**src/rtl/ntsram_pkg.sv**
```systemverilog
package ntsram_pkg;
  // Strobes from the pipeline control to the datapath
  typedef struct packed {
    logic step;      // enabled edge: pipeline moves
    logic loadAddr;  // capture a new address
    logic advAddr;   // burst step on the low bits
    logic arrWrite;  // stage-2 write into the array
    logic arrRead;   // stage-2 read from the array
  } ntsram_strb_t;

  localparam int BURST_W = 2;
endpackage

```
**src/rtl/ntsram_ctrl.sv**
```systemverilog
module ntsram_ctrl
  import ntsram_pkg::*;
(
  input  logic         clk,
  input  logic         rstN,
  input  logic         cenN,
  input  logic         snooze,
  input  logic         advLd,
  input  logic         rwSel,
  input  logic         ceN1,
  input  logic         ceN2,
  input  logic         ce3,
  output ntsram_strb_t strb,
  output logic         busOe
);
  logic latRead, latSel;   // cycle type and selection from the last load
  logic s1Valid;           // stage 1: address registered
  logic s2Valid, s2Read;   // stage 2: one edge later
  logic oeReg;
  logic selNow;

  assign selNow = !ceN1 && !ceN2 && ce3;

  always_comb begin
    strb.step     = !cenN && !snooze;
    strb.loadAddr = strb.step && !advLd;
    strb.advAddr  = strb.step && advLd;
    strb.arrWrite = strb.step && s2Valid && !s2Read;
    strb.arrRead  = strb.step && s2Valid && s2Read;
  end

  always_ff @(posedge clk or negedge rstN) begin
    if (!rstN) begin
      latRead <= 1'b0;
      latSel  <= 1'b0;
      s1Valid <= 1'b0;
      s2Valid <= 1'b0;
      s2Read  <= 1'b0;
      oeReg   <= 1'b0;
    end else if (strb.step) begin
      if (!advLd) begin
        latRead <= rwSel;
        latSel  <= selNow;
        s1Valid <= selNow;
      end else begin
        s1Valid <= latSel;
      end
      s2Valid <= s1Valid;
      s2Read  <= latRead;
      oeReg   <= s2Valid && s2Read;
    end
  end

  assign busOe = oeReg && !snooze;

  assert_freeze_R7: assert property (@(posedge clk) disable iff (!rstN)
    !strb.step |=> ($stable(s1Valid) && $stable(s2Valid) && $stable(oeReg)));

  assert_drive_after_read_R1: assert property (@(posedge clk) disable iff (!rstN)
    $rose(oeReg) |-> $past(s2Read));

  assert_type_held_R4: assert property (@(posedge clk) disable iff (!rstN)
    strb.advAddr |=> ($stable(latRead) && $stable(latSel)));

  assert_deselect_noop_R6: assert property (@(posedge clk) disable iff (!rstN)
    (strb.loadAddr && !selNow) |=> !s1Valid);
endmodule

```
**src/rtl/ntsram_dpath.sv**
```systemverilog
module ntsram_dpath
  import ntsram_pkg::*;
#(
  parameter int ADDR_W = 6,
  parameter int LANE_W = 9,
  parameter int LANES  = 2
) (
  input  logic                    clk,
  input  logic                    rstN,
  input  ntsram_strb_t            strb,
  input  logic [ADDR_W-1:0]       addrIn,
  input  logic [LANES-1:0]        bweN,
  input  logic [LANES*LANE_W-1:0] dIn,
  output logic [LANES*LANE_W-1:0] rdWord
);
  localparam int DEPTH = 1 << ADDR_W;

  logic [ADDR_W-1:0] burstAddr;  // stage-1 address
  logic [ADDR_W-1:0] s2Addr;     // stage-2 address

  always_ff @(posedge clk or negedge rstN) begin
    if (!rstN) begin
      burstAddr <= '0;
      s2Addr    <= '0;
    end else begin
      if (strb.loadAddr)
        burstAddr <= addrIn;
      else if (strb.advAddr)
        burstAddr[BURST_W-1:0] <= burstAddr[BURST_W-1:0] + 1'b1;
      if (strb.step)
        s2Addr <= burstAddr;
    end
  end

  for (genvar g = 0; g < LANES; g++) begin : gLane
    logic [LANE_W-1:0] laneMem [DEPTH];
    logic [LANE_W-1:0] laneRd;

    always_ff @(posedge clk) begin
      if (strb.arrWrite && !bweN[g])
        laneMem[s2Addr] <= dIn[g*LANE_W +: LANE_W];
    end

    always_ff @(posedge clk or negedge rstN) begin
      if (!rstN)
        laneRd <= '0;
      else if (strb.arrRead)
        laneRd <= laneMem[s2Addr];
    end

    assign rdWord[g*LANE_W +: LANE_W] = laneRd;
  end

  assert_burst_upper_R5: assert property (@(posedge clk) disable iff (!rstN)
    strb.advAddr |=> ($stable(burstAddr[ADDR_W-1:BURST_W]) &&
                      (burstAddr[BURST_W-1:0] != $past(burstAddr[BURST_W-1:0]))));
endmodule

```
**src/rtl/ntsram_top.sv**
```systemverilog
module ntsram_top
  import ntsram_pkg::*;
#(
  parameter int ADDR_W = 6,
  parameter int LANE_W = 9,
  parameter int LANES  = 2
) (
  input  logic                    clk,
  input  logic                    rstN,
  input  logic [ADDR_W-1:0]       addrIn,
  input  logic                    rwSel,
  input  logic                    advLd,
  input  logic                    ceN1,
  input  logic                    ceN2,
  input  logic                    ce3,
  input  logic [LANES-1:0]        bweN,
  input  logic                    cenN,
  input  logic                    snooze,
  input  logic [LANES*LANE_W-1:0] dIn,
  output logic [LANES*LANE_W-1:0] dOut,
  output logic                    dOe
);
  ntsram_strb_t            strb;
  logic [LANES*LANE_W-1:0] rdWord;

  ntsram_ctrl u_ctrl (
    .clk(clk), .rstN(rstN), .cenN(cenN), .snooze(snooze), .advLd(advLd),
    .rwSel(rwSel), .ceN1(ceN1), .ceN2(ceN2), .ce3(ce3),
    .strb(strb), .busOe(dOe)
  );

  ntsram_dpath #(.ADDR_W(ADDR_W), .LANE_W(LANE_W), .LANES(LANES)) u_dpath (
    .clk(clk), .rstN(rstN), .strb(strb), .addrIn(addrIn),
    .bweN(bweN), .dIn(dIn), .rdWord(rdWord)
  );

  assign dOut = dOe ? rdWord : '0;
endmodule

```
**config.mk**
```make
export PLATFORM = sky130hd
export DESIGN_NAME = ntsram_top
export DESIGN_NICKNAME = d
export VERILOG_FILES = /design/src/rtl/ntsram_pkg.sv /design/src/rtl/ntsram_ctrl.sv /design/src/rtl/ntsram_dpath.sv /design/src/rtl/ntsram_top.sv
export SDC_FILE = /design/constraint.sdc
export NUM_CORES = 1
export LEC_CHECK = 0
export ABC_AREA = 1
export BUFFER_PORTS_ARGS = -buffer_cell sky130_fd_sc_hd__buf_4
export CAP_MARGIN = 30
export CORE_ASPECT_RATIO = 1.25
export CORE_MARGIN = 5
export CORE_UTILIZATION = 40
export CTS_CLUSTER_DIAMETER = 40
export DETAILED_ROUTE_END_ITERATION = 10
export PLACE_DENSITY = 0.62
export SLEW_MARGIN = 15
export SYNTH_ARGS = -nofsm -noshare
export SYNTH_HDL_FRONTEND = slang
export SYNTH_SLANG_ARGS = --single-unit
export TNS_END_PERCENT = 10
```
**constraint.sdc**
```tcl
create_clock -name clk -period 2.9 [get_ports clk]
set_clock_uncertainty 0.15 [all_clocks]
set_input_delay 0.145 -clock clk [delete_from_list [all_inputs] [get_ports clk]]
set_output_delay 0.145 -clock clk [all_outputs]
set_load 0.05 [all_outputs]
```
# Word-level counts from Yosys, hierarchy flattened
# Memory sizes are Yosys's and may differ from the RTL's. A register that Yosys moved wholly into a read port is not among the register bits.
# Index checks and enable logic that the tools add are counted.
[op_classes]
addsub = 1
muxes = 7
n_bitwise = 1
n_reduce_logical = 24
[op_table]
columns = ["operator", "n"]
rows = [
  ["18-bit 2-to-1 mux", 1],
  ["1-bit logical AND", 12],
  ["1-bit zero test", 10],
  ["1-bit 2-to-1 mux", 4],
  ["2-bit 2-to-1 mux", 2],
  ["2-bit by 1-bit adder with 2-bit output, second input constant", 1],
  ["2-bit AND reduction", 1],
  ["2-bit nonzero test", 1],
  ["1-bit inverter", 1],
]
[word_totals]
regBits = 17
mem_bits_rw = 1152
mem_count = 2
[memory_table]
columns = ["memory", "words", "width", "rd", "rd_clocked_by_memory_dff", "write_ports", "line", "rtl"]
rows = [
  ["u_dpath.gLane[0].laneMem", 64, 9, 1, 1, 1, "ntsram_dpath.sv:36", "logic [LANE_W-1:0] laneMem [DEPTH];"],
  ["u_dpath.gLane[1].laneMem", 64, 9, 1, 1, 1, "ntsram_dpath.sv:36", ""],
]

# Logic depth before layout (Yosys ltp)
# Gate-level depths: netlist of run 1.
[depth]
word_depth = 7
mapped_depth = 13
depth_no_buf = 10

# By module
# From an unflattened synthesis of run 1, not the netlist that was laid out.
[unflattened]
hier_cells = 5064
area_unflattened_um2 = 50679.9
[by_module_without_submodules]
columns = ["mod", "instances", "cells_each", "area_each_um2"]
rows = [
  ["ntsram_dpath", 1, 4990, 50249.4],
  ["ntsram_ctrl", 1, 36, 261.5],
  ["ntsram_top", 1, 38, 168.9],
]

# Worst setup path before layout of run 1
# No wires, ideal clock.
[synth_path]
path_type = "flip-flop to output port"
start = "register u_ctrl.oeReg"
end = "output dOut[10]"
arrival_time_ns = 2.378
required_time_ns = 2.605
path_slack_ns = 0.227
stages_incl_launch_ff = 6
path_buffers = 1
path_cell_list = "dfrtp_1 inv_1 nor2_1 clkinv_1 clkbuf_1 nor2_1"
[synth_between]
elab_chain_cells = 2
[synth_lines]
columns = ["element", "line", "rtl"]
rows = [
  ["start: declaration", "ntsram_ctrl.sv:19", "logic oeReg;"],
  ["start signal: assignment", "ntsram_ctrl.sv:50", "oeReg <= s2Valid && s2Read;"],
  ["1-bit logical AND", "ntsram_ctrl.sv:54", "assign busOe = oeReg && !snooze;"],
  ["via dOe", "ntsram_top.sv:21", "output logic dOe"],
  ["18-bit 2-to-1 mux", "ntsram_top.sv:37", "assign dOut = dOe ? rdWord : '0;"],
  ["end: declaration", "ntsram_top.sv:20", "output logic [LANES*LANE_W-1:0] dOut,"],
]
# The timed path passes the listed nets, and every way through them passes these cells.

# Worst setup path in the final report of run 1
[layout_path]
start = "input snooze"
end = "register u_dpath.burstAddr[0]"
[layout_between]
elab_chain_cells = 4
elab_cells_between_ends = 6
classes_between = "1 x mux; 5 x reduce/logical"
[layout_lines]
columns = ["element", "line", "rtl"]
rows = [
  ["start: declaration", "ntsram_top.sv:18", "input logic snooze,"],
  ["1-bit zero test *", "ntsram_ctrl.sv:25", "strb.step = !cenN && !snooze;"],
  ["1-bit logical AND *", "ntsram_ctrl.sv:25", ""],
  ["1-bit logical AND (on tied branches)", "ntsram_ctrl.sv:26, ntsram_ctrl.sv:27", ""],
  ["2-bit 2-to-1 mux or 2-bit nonzero test (tied branches)", "-", ""],
  ["end signal: assignment", "ntsram_dpath.sv:27", "burstAddr <= addrIn;"],
  ["end signal: indexed assignment", "ntsram_dpath.sv:29", "burstAddr[BURST_W-1:0] <= burstAddr[BURST_W-1:0] + 1'b1;"],
  ["end: declaration", "ntsram_dpath.sv:18", "logic [ADDR_W-1:0] burstAddr;"],
]
# Mark *: on every way between the ends. The rest lies on a longest branch, timed or not.
# A chain may end at the register's enable or synchronous reset.

==> results of run 1 <==
[report_power, final]
group          internal (W)  switching, W
clock               0.00986       0.00676
sequential           0.0190      0.000123
combinational       0.00175       0.00448
[through the flow]
stage                util  setup slack, ns  cells  power, W
detailed placement  0.431            0.184   6511    0.0256
CTS                 0.469         0.000259   6804    0.0422
global route        0.469          0.00332   6805    0.0436
floorplan               -            0.227   4744    0.0231
finish              0.469            0.182   6805    0.0420
global placement    0.430            0.167   6510    0.0256
[worst register-to-register path, cell delays in order, from the launching register on]
cell and delay [ns]:
dfrtp_4 0.56, buf_12 0.28, buf_12 0.31, nand2_1 0.14, o211ai_1 0.09, nand2_1 0.08
nor2_1 0.19, nor2_1 0.10, nor2_1 0.46, nand3_1 0.14, nand2_1 0.08, inv_1 0.04
[cell type report]
| type | instances | area, um^2 | share of cell area |
|---|---|---|---|
| sequential | 1187 | 35500 | 0.597 |
| multi-input combinational | 2464 | 11100 | 0.186 |
| clock buffer | 165 | 3650 | 0.0614 |
| inverter | 855 | 3220 | 0.0541 |
| timing repair buffer | 356 | 3190 | 0.0536 |
| tap | 1702 | 2130 | 0.0358 |
| clock inverter | 75 | 702 | 0.0118 |
| antenna | 1 | 2.50 | 0.0000421 |
[layer usage]
metal,track usage,part of all wire,vias to the layer above
li1,-,-,15900
met4,0.0783,0.038,2
met1,0.255,0.41,16200
met5,0,0.000098,-
met2,0.335,0.50,1092
met3,0.0275,0.056,243
[worst max path at each step]
stage	to	slack (ns)	depth (start not counted)
3_3_place_gp	u_dpath.gLane[1].laneRd[5]	0.17	12
2_1_floorplan	dOut[10]	0.23	5
6_report	u_dpath.burstAddr[0]	0.18	10
4_1_cts	dOut[7]	0.0003	6
3_5_place_dp	u_dpath.gLane[1].laneRd[5]	0.18	12
5_1_grt	u_dpath.gLane[1].laneRd[5]	0.003	12
[cells by family after synthesis]
group                  after synthesis  synth area share
AND/OR/NAND/NOR                   2146             0.178
AO/OA/AOI/OAI                      318            0.0391
buffers and inverters             1093            0.0855
flip-flops                        1187             0.698
[cells in the final DEF (no fill, tap or decap), drive strengths merged, types with 14 or more instances in the layout]
cell,synthesis,final
buf,156,304
o21ai,157,157
or2,57,57
edfxtp,1152,1152
nand3,350,350
clkinv,1,43
inv,854,863
nand2,1242,1242
clkbuf,82,165
nor3,137,137
dfrtp,35,35
o211ai,157,157
nor2,358,358
clkinvlp,0,14
dlygate4sd3,0,52
[state kept, by name (all words and copies together), names as in the netlist]
register               cells
u_ctrl.latRead             1
u_ctrl.latSel              1
u_ctrl.oeReg               1
u_ctrl.s2Read              1
u_ctrl.s2Valid             1
u_dpath.burstAddr          6
u_dpath.gLane.laneMem   1152
u_dpath.gLane.laneRd      18
u_dpath.s2Addr             6
[timing repair]
action,CTS,global route
endpoints found under the setup margin,0,2
hold buffers,53,1
resized for setup,0,3
endpoints found under the hold margin,1203,8
==> flow_metrics.py, run 1 <==
metrics = {
    "die": {
        "ios": 54,
        "die_w_um": 329,
        "die_h_um": 409,
        "start_util": 0.402,
        "fp.dieArea_um2": 134000,
        "rows": 146,
        "core_um2": 127000,
    },
    "critical_path": {
        "crit_path_end_kind": "register",
        "crit_path_max_fanout": 8,
        "worstPathArrival_ns": 3.25,
        "startpoint": "snooze",
        "path_class": "in -> reg",
        "path_buf_inv": 6,
        "crit_chain": "dlygate4sd3_1, buf_4, nor2_2, buf_4, inv_1, nor2_1, nand2_1, dlygate4sd3_1, a21oi_1, dlygate4sd3_1",
        "reg2reg_depth": 11,
        "required_ns": 3.43,
        "r2r_slack_ns": 0.20,
        "timing.rr.start": "u_dpath.s2Addr[0]",
        "critPathLaunchType": "input port",
        "cpMaxStageDelayCell": "dlygate4sd3_1",
        "crit_top_cell": "dlygate4sd3_1",
        "cp_slowest_stage_delay_ns": 0.60,
        "timing.rr.end": "u_dpath.gLane[1].laneRd[1]",
        "path_delay_family": "buffers and inverters",
    },
    "power": {
        "ir_worst_vdd_v": 0.000829,
        "power.density_nw_per_um2": 706,
        "p_leak_nw": 24.5,
    },
    "finish": {
        "nFillCells": 11300,
        "drive_above_1_share": 0.119,
        "syn2layout_area_growth_pct": 16.9,
        "stdcell_area_um2": 59400,
        "nNetsFinal": 5034,
    },
    "yosys": {
        "async_flop_share": 0.0295,
        "syn_area_per_cell_um2": 10.7,
        "yosys.area.top_type": "edfxtp_1",
        "syn_inst": 4744,
        "ys_seq_elements": 1187,
        "yosysWarnings": 0,
        "ys_seq_area_frac": 0.698,
        "synth.area.top_cells": "edfxtp_1, nand2_1, inv_1, nand3_1, nor2_1",
        "synth_top_area_frac": 0.680,
        "synth_area_um2": 50800,
        "ys_types": 26,
        "yosysMostFrequentCell": "nand2_1",
        "synth_fp_nets": 4779,
        "synthTopCellsByCount": "nand2_1, edfxtp_1, inv_1",
        "ys.flop_type": "edfxtp_1",
        "synth_edf_count": 1152,
    },
    "clocking": {
        "clk_latency_ns": 0.74,
        "cts_tree": "done",
        "path_clk_slew_ns": 0.06,
        "clkSinkCount": 1187,
        "cts_max_level": 4,
        "post_cts_buffers": 0,
        "clockBufferDepth": 3,
        "cts_buffers": 135,
        "root_buffer": "clkbuf_16",
    },
    "timing": {
        "final_hold_viol_count": 0,
        "setup_viol": 0,
        "fin_crit_ns": 2.72,
        "slew-limit-headroom": 0.390,
        "hold_ws_ns": 0.0843,
        "tns_ns": 0,
        "fmax_mhz": 368,
        "rsz0062_at_grt": "false",
        "worst_pin_slew_ns": 0.914,
        "period_share": 0.937,
        "final_max_slew_viol_count": 0,
    },
    "detailed_routing": {
        "antenna_left": 0,
        "wl_per_cell_um": 19.5,
        "drt-pass1-iter-count": 6,
        "vias": 33500,
        "avgViaCountPerCell": 4.92,
        "drc": 0,
        "drt-initial-drc-count": 2955,
        "routed_wl_um": 133000,
    },
    "placed_design": {
        "place_area_um2": 54500,
        "gp_congestion": 0.848,
        "place_hpwl_um": 78700,
        "numPortBuffers": 53,
    },
    "hold_path": {
        "whs_path_depth": 4,
        "hold_start": "bweN[1]",
        "hp-class": "in -> reg",
        "whs_endpoint": "u_dpath.gLane[1].laneMem[14][1]",
    },
    "global_route": {
        "grt_usage": 0.197,
        "antenna_found_initial": 3,
        "grt_pass1_vias": 32500,
        "grt_max_degree": 121,
        "grt_overflow": 0,
        "grt_pass1_wl_um": 201000,
    },
    "run_status": {
        "outcome": "finished clean",
    },
    "flow_run": {
        "max_cap_violations": 0,
    },
}
(Power assumes the default switching activity.)
==> run 2: changes to the inputs <==
--- a/config.mk
+++ b/config.mk
@@ -6,5 +6,4 @@
 export NUM_CORES = 1
 export LEC_CHECK = 0
-export ABC_AREA = 1
 export BUFFER_PORTS_ARGS = -buffer_cell sky130_fd_sc_hd__buf_4
 export CAP_MARGIN = 30
@@ -14,4 +13,5 @@
 export CTS_CLUSTER_DIAMETER = 40
 export DETAILED_ROUTE_END_ITERATION = 10
+export HOLD_SLACK_MARGIN = 0.12
 export PLACE_DENSITY = 0.62
 export SLEW_MARGIN = 15
==> constraint.sdc (replaced) <==
create_clock -name clk -period 2.9 [get_ports clk]
set_clock_uncertainty 0.15 [all_clocks]
set_input_delay 0.725 -clock clk [delete_from_list [all_inputs] [get_ports clk]]
set_output_delay 0.725 -clock clk [all_outputs]
set_load 0.05 [all_outputs]
==> flow_metrics.py, run 2 <==
metrics = {
    "run_status": {
        "outcome": "finished clean",
    },
    "power": {
        "power.density_nw_per_um2": 767,
        "netSwitchingFraction": 0.270,
        "power_switching_w": 0.0113,
        "p_seq_frac": 0.461,
        "internal_power_w": 0.0306,
        "pwr-share-clk": 0.366,
        "ir_worst_vdd_v": 0.000530,
        "p_leak_nw": 18.0,
        "pwr-share-comb": 0.173,
    },
    "global_route": {
        "grt_usage": 0.216,
        "antenna_found_initial": 3,
        "grt_max_degree": 65,
        "grt_pass1_wl_um": 192000,
        "grt_overflow": 0,
        "grt_pass1_vias": 26700,
    },
    "yosys": {
        "syn_area_per_cell_um2": 18.3,
        "synth.area.top_cells": "edfxtp_1, mux4_2, mux2i_1, a221oi_1, dfrtp_1",
        "yosysWarnings": 0,
        "ys.flop_type": "edfxtp_1",
        "yosys.area.top_type": "edfxtp_1",
        "synth_top_area_frac": 0.750,
        "async_flop_share": 0.0295,
        "syn_inst": 2524,
        "synth_fp_nets": 2559,
        "synthTopCellsByCount": "edfxtp_1, nor2_1, mux2i_1",
        "yosysMostFrequentCell": "edfxtp_1",
        "ys_types": 67,
        "ys_seq_area_frac": 0.769,
        "synth_edf_count": 1152,
        "synth_area_um2": 46100,
        "ys_seq_elements": 1187,
    },
    "critical_path": {
        "crit_path_max_fanout": 23,
        "crit_path_end_kind": "register",
        "reg2reg_depth": 8,
        "crit_top_cell": "a221oi_1",
        "required_ns": 3.36,
        "cpMaxStageDelayCell": "dfrtp_4",
        "timing.rr.start": "u_dpath.s2Addr[0]",
        "worstPathArrival_ns": 3.35,
        "crit_chain": "buf_12, and2_2, buf_4, a221oi_1, nor2_1, a221oi_1, o2bb2ai_1, o32a_1",
        "cp_slowest_stage_delay_ns": 0.54,
        "timing.rr.end": "u_dpath.gLane[0].laneRd[7]",
        "path_class": "reg -> reg",
        "r2r_slack_ns": 0.01,
        "critPathLaunchType": "register",
    },
    "hold_path": {
        "whs_endpoint": "u_dpath.burstAddr[1]",
        "hp-class": "in -> reg",
        "hold_start": "addrIn[1]",
        "whs_path_depth": 3,
    },
    "finish": {
        "stdcell_area_um2": 54600,
        "regMostFlops": "u_dpath.gLane.laneMem",
        "syn2layout_area_growth_pct": 18.5,
        "nFillCells": 9501,
        "diodes": 0,
        "nNetsFinal": 2919,
        "largest_register_ffs": 1152,
        "final_cell_mix": "edfxtp_1, buf_4, nor2_1",
        "drive_above_1_share": 0.251,
        "reg_top3": "u_dpath.gLane.laneMem (1152), u_dpath.gLane.laneRd (18)",
        "layout_commonest_cell": "edfxtp_1",
    },
    "timing": {
        "fin_crit_ns": 2.89,
        "worst_pin_slew_ns": 0.977,
        "hold_ws_ns": 0.151,
        "fmax_mhz": 346,
        "setup_viol": 0,
        "slew-limit-headroom": 0.346,
        "final_hold_viol_count": 0,
        "period_share": 0.995,
        "worst_slack_ns": 0.0133,
        "final_max_slew_viol_count": 0,
        "rsz0062_at_grt": "true",
    },
    "clocking": {
        "clk_latency_ns": 0.72,
        "cts_max_level": 3,
        "clkSinkCount": 1187,
        "path_clk_slew_ns": 0.06,
        "cts_buffers": 116,
        "cts_tree": "done",
        "root_buffer": "clkbuf_16",
        "clockBufferDepth": 3,
    },
    "detailed_routing": {
        "drt-initial-drc-count": 3389,
        "antenna_left": 0,
        "avgViaCountPerCell": 5.97,
        "wl_per_cell_um": 30.1,
        "drc": 0,
        "routed_wl_um": 135000,
        "drt-pass1-iter-count": 8,
        "vias": 26600,
    },
    "placed_design": {
        "place_hpwl_um": 84300,
        "post-place-ws_ns": -0.600,
        "numPortBuffers": 53,
        "gp_congestion": 0.900,
        "place_area_um2": 50600,
    },
    "die": {
        "start_util": 0.402,
        "ios": 54,
        "die_w_um": 314,
        "rows": 139,
        "fp.dieArea_um2": 122000,
        "core_um2": 115000,
        "die_h_um": 390,
    },
    "flow_run": {
        "max_cap_violations": 0,
    },
}
==> run 2: what timing repair did <==
action                     CTS  global route
resized for setup            5             4
pin swaps                    1             1
hold buffers                 8             0
hold endpoints to repair    42             0
setup endpoints to repair    3             7
setup buffers                4             5
==> run 2: cells by family (layout without fill, tap and decap cells) <==
logic type,after synthesis,in the layout,share of synthesized area
buf+inv,164,623,0.0195
compound gates,461,461,0.0730
simple gates,363,363,0.0344
flops,1187,1187,0.769
mux,349,349,0.104
==> run 2: final cells by class <==
class / instances / area [um^2] / share of cell area
Clock buffer: 145 / 3090 / 0.0566
Clock inverter: 72 / 817 / 0.0150
Inverter: 6 / 22.5 / 0.000412
Multi-Input combinational cell: 1173 / 9810 / 0.180
Sequential cell: 1187 / 35500 / 0.649
Tap cell: 1480 / 1850 / 0.0339
Timing Repair Buffer: 400 / 3560 / 0.0652
==> run 2: how the worst max path moves through the flow <==
stage	start	to	slack, ns
floorplan	snooze	u_dpath.gLane[1].laneMem[10][0]	0.13
global route	u_dpath.s2Addr[2]	u_dpath.gLane[0].laneRd[3]	-0.03
CTS	u_dpath.s2Addr[1]	u_dpath.gLane[1].laneRd[1]	0.02
global placement	u_dpath.s2Addr[2]	u_dpath.gLane[0].laneRd[1]	-0.63
finish	u_dpath.s2Addr[0]	u_dpath.gLane[0].laneRd[7]	0.01
detailed placement	u_dpath.s2Addr[2]	u_dpath.gLane[0].laneRd[1]	-0.60
==> run 2: power by group through the flow <==
stage               Clock (W)  Combinational [W]  Sequential, W
floorplan                   0            0.00375         0.0194
global placement            0            0.00704         0.0197
detailed placement          0            0.00707         0.0197
CTS                    0.0155            0.00714         0.0193
global route           0.0163            0.00753         0.0193
finish                 0.0153            0.00727         0.0193
==> run 2: metal layers <==
| metal | wire length (um) | GRT usage | vias to the layer above |
|---|---|---|---|
| li1 | - | - | 11000 |
| met1 | 50500 | 0.281 | 13700 |
| met2 | 65100 | 0.354 | 1631 |
| met3 | 12700 | 0.0460 | 303 |
| met4 | 6210 | 0.0936 | 4 |
| met5 | 11 | 0 | - |
==> run 2: critical path: cells and delay by family (launching register included) <==
| kind | cells | cell delay (ns) |
|---|---|---|
| DFF | 1 | 0.54 |
| buffers and inverters | 2 | 0.40 |
| and+or+nand+nor | 2 | 0.38 |
| AOI/OAI and AO/OA | 4 | 1.29 |
==> run 2: metrics by stage <==
step           utilization  power (W)  setup TNS, ns  std cells
4_1_cts              0.476     0.0420              0       4458
3_3_place_gp         0.440     0.0267         -0.814       4228
3_5_place_dp         0.440     0.0267         -0.619       4229
6_report             0.476     0.0419              0       4463
2_1_floorplan            -     0.0232              0       2524
5_1_grt              0.476     0.0431        -0.0474       4463
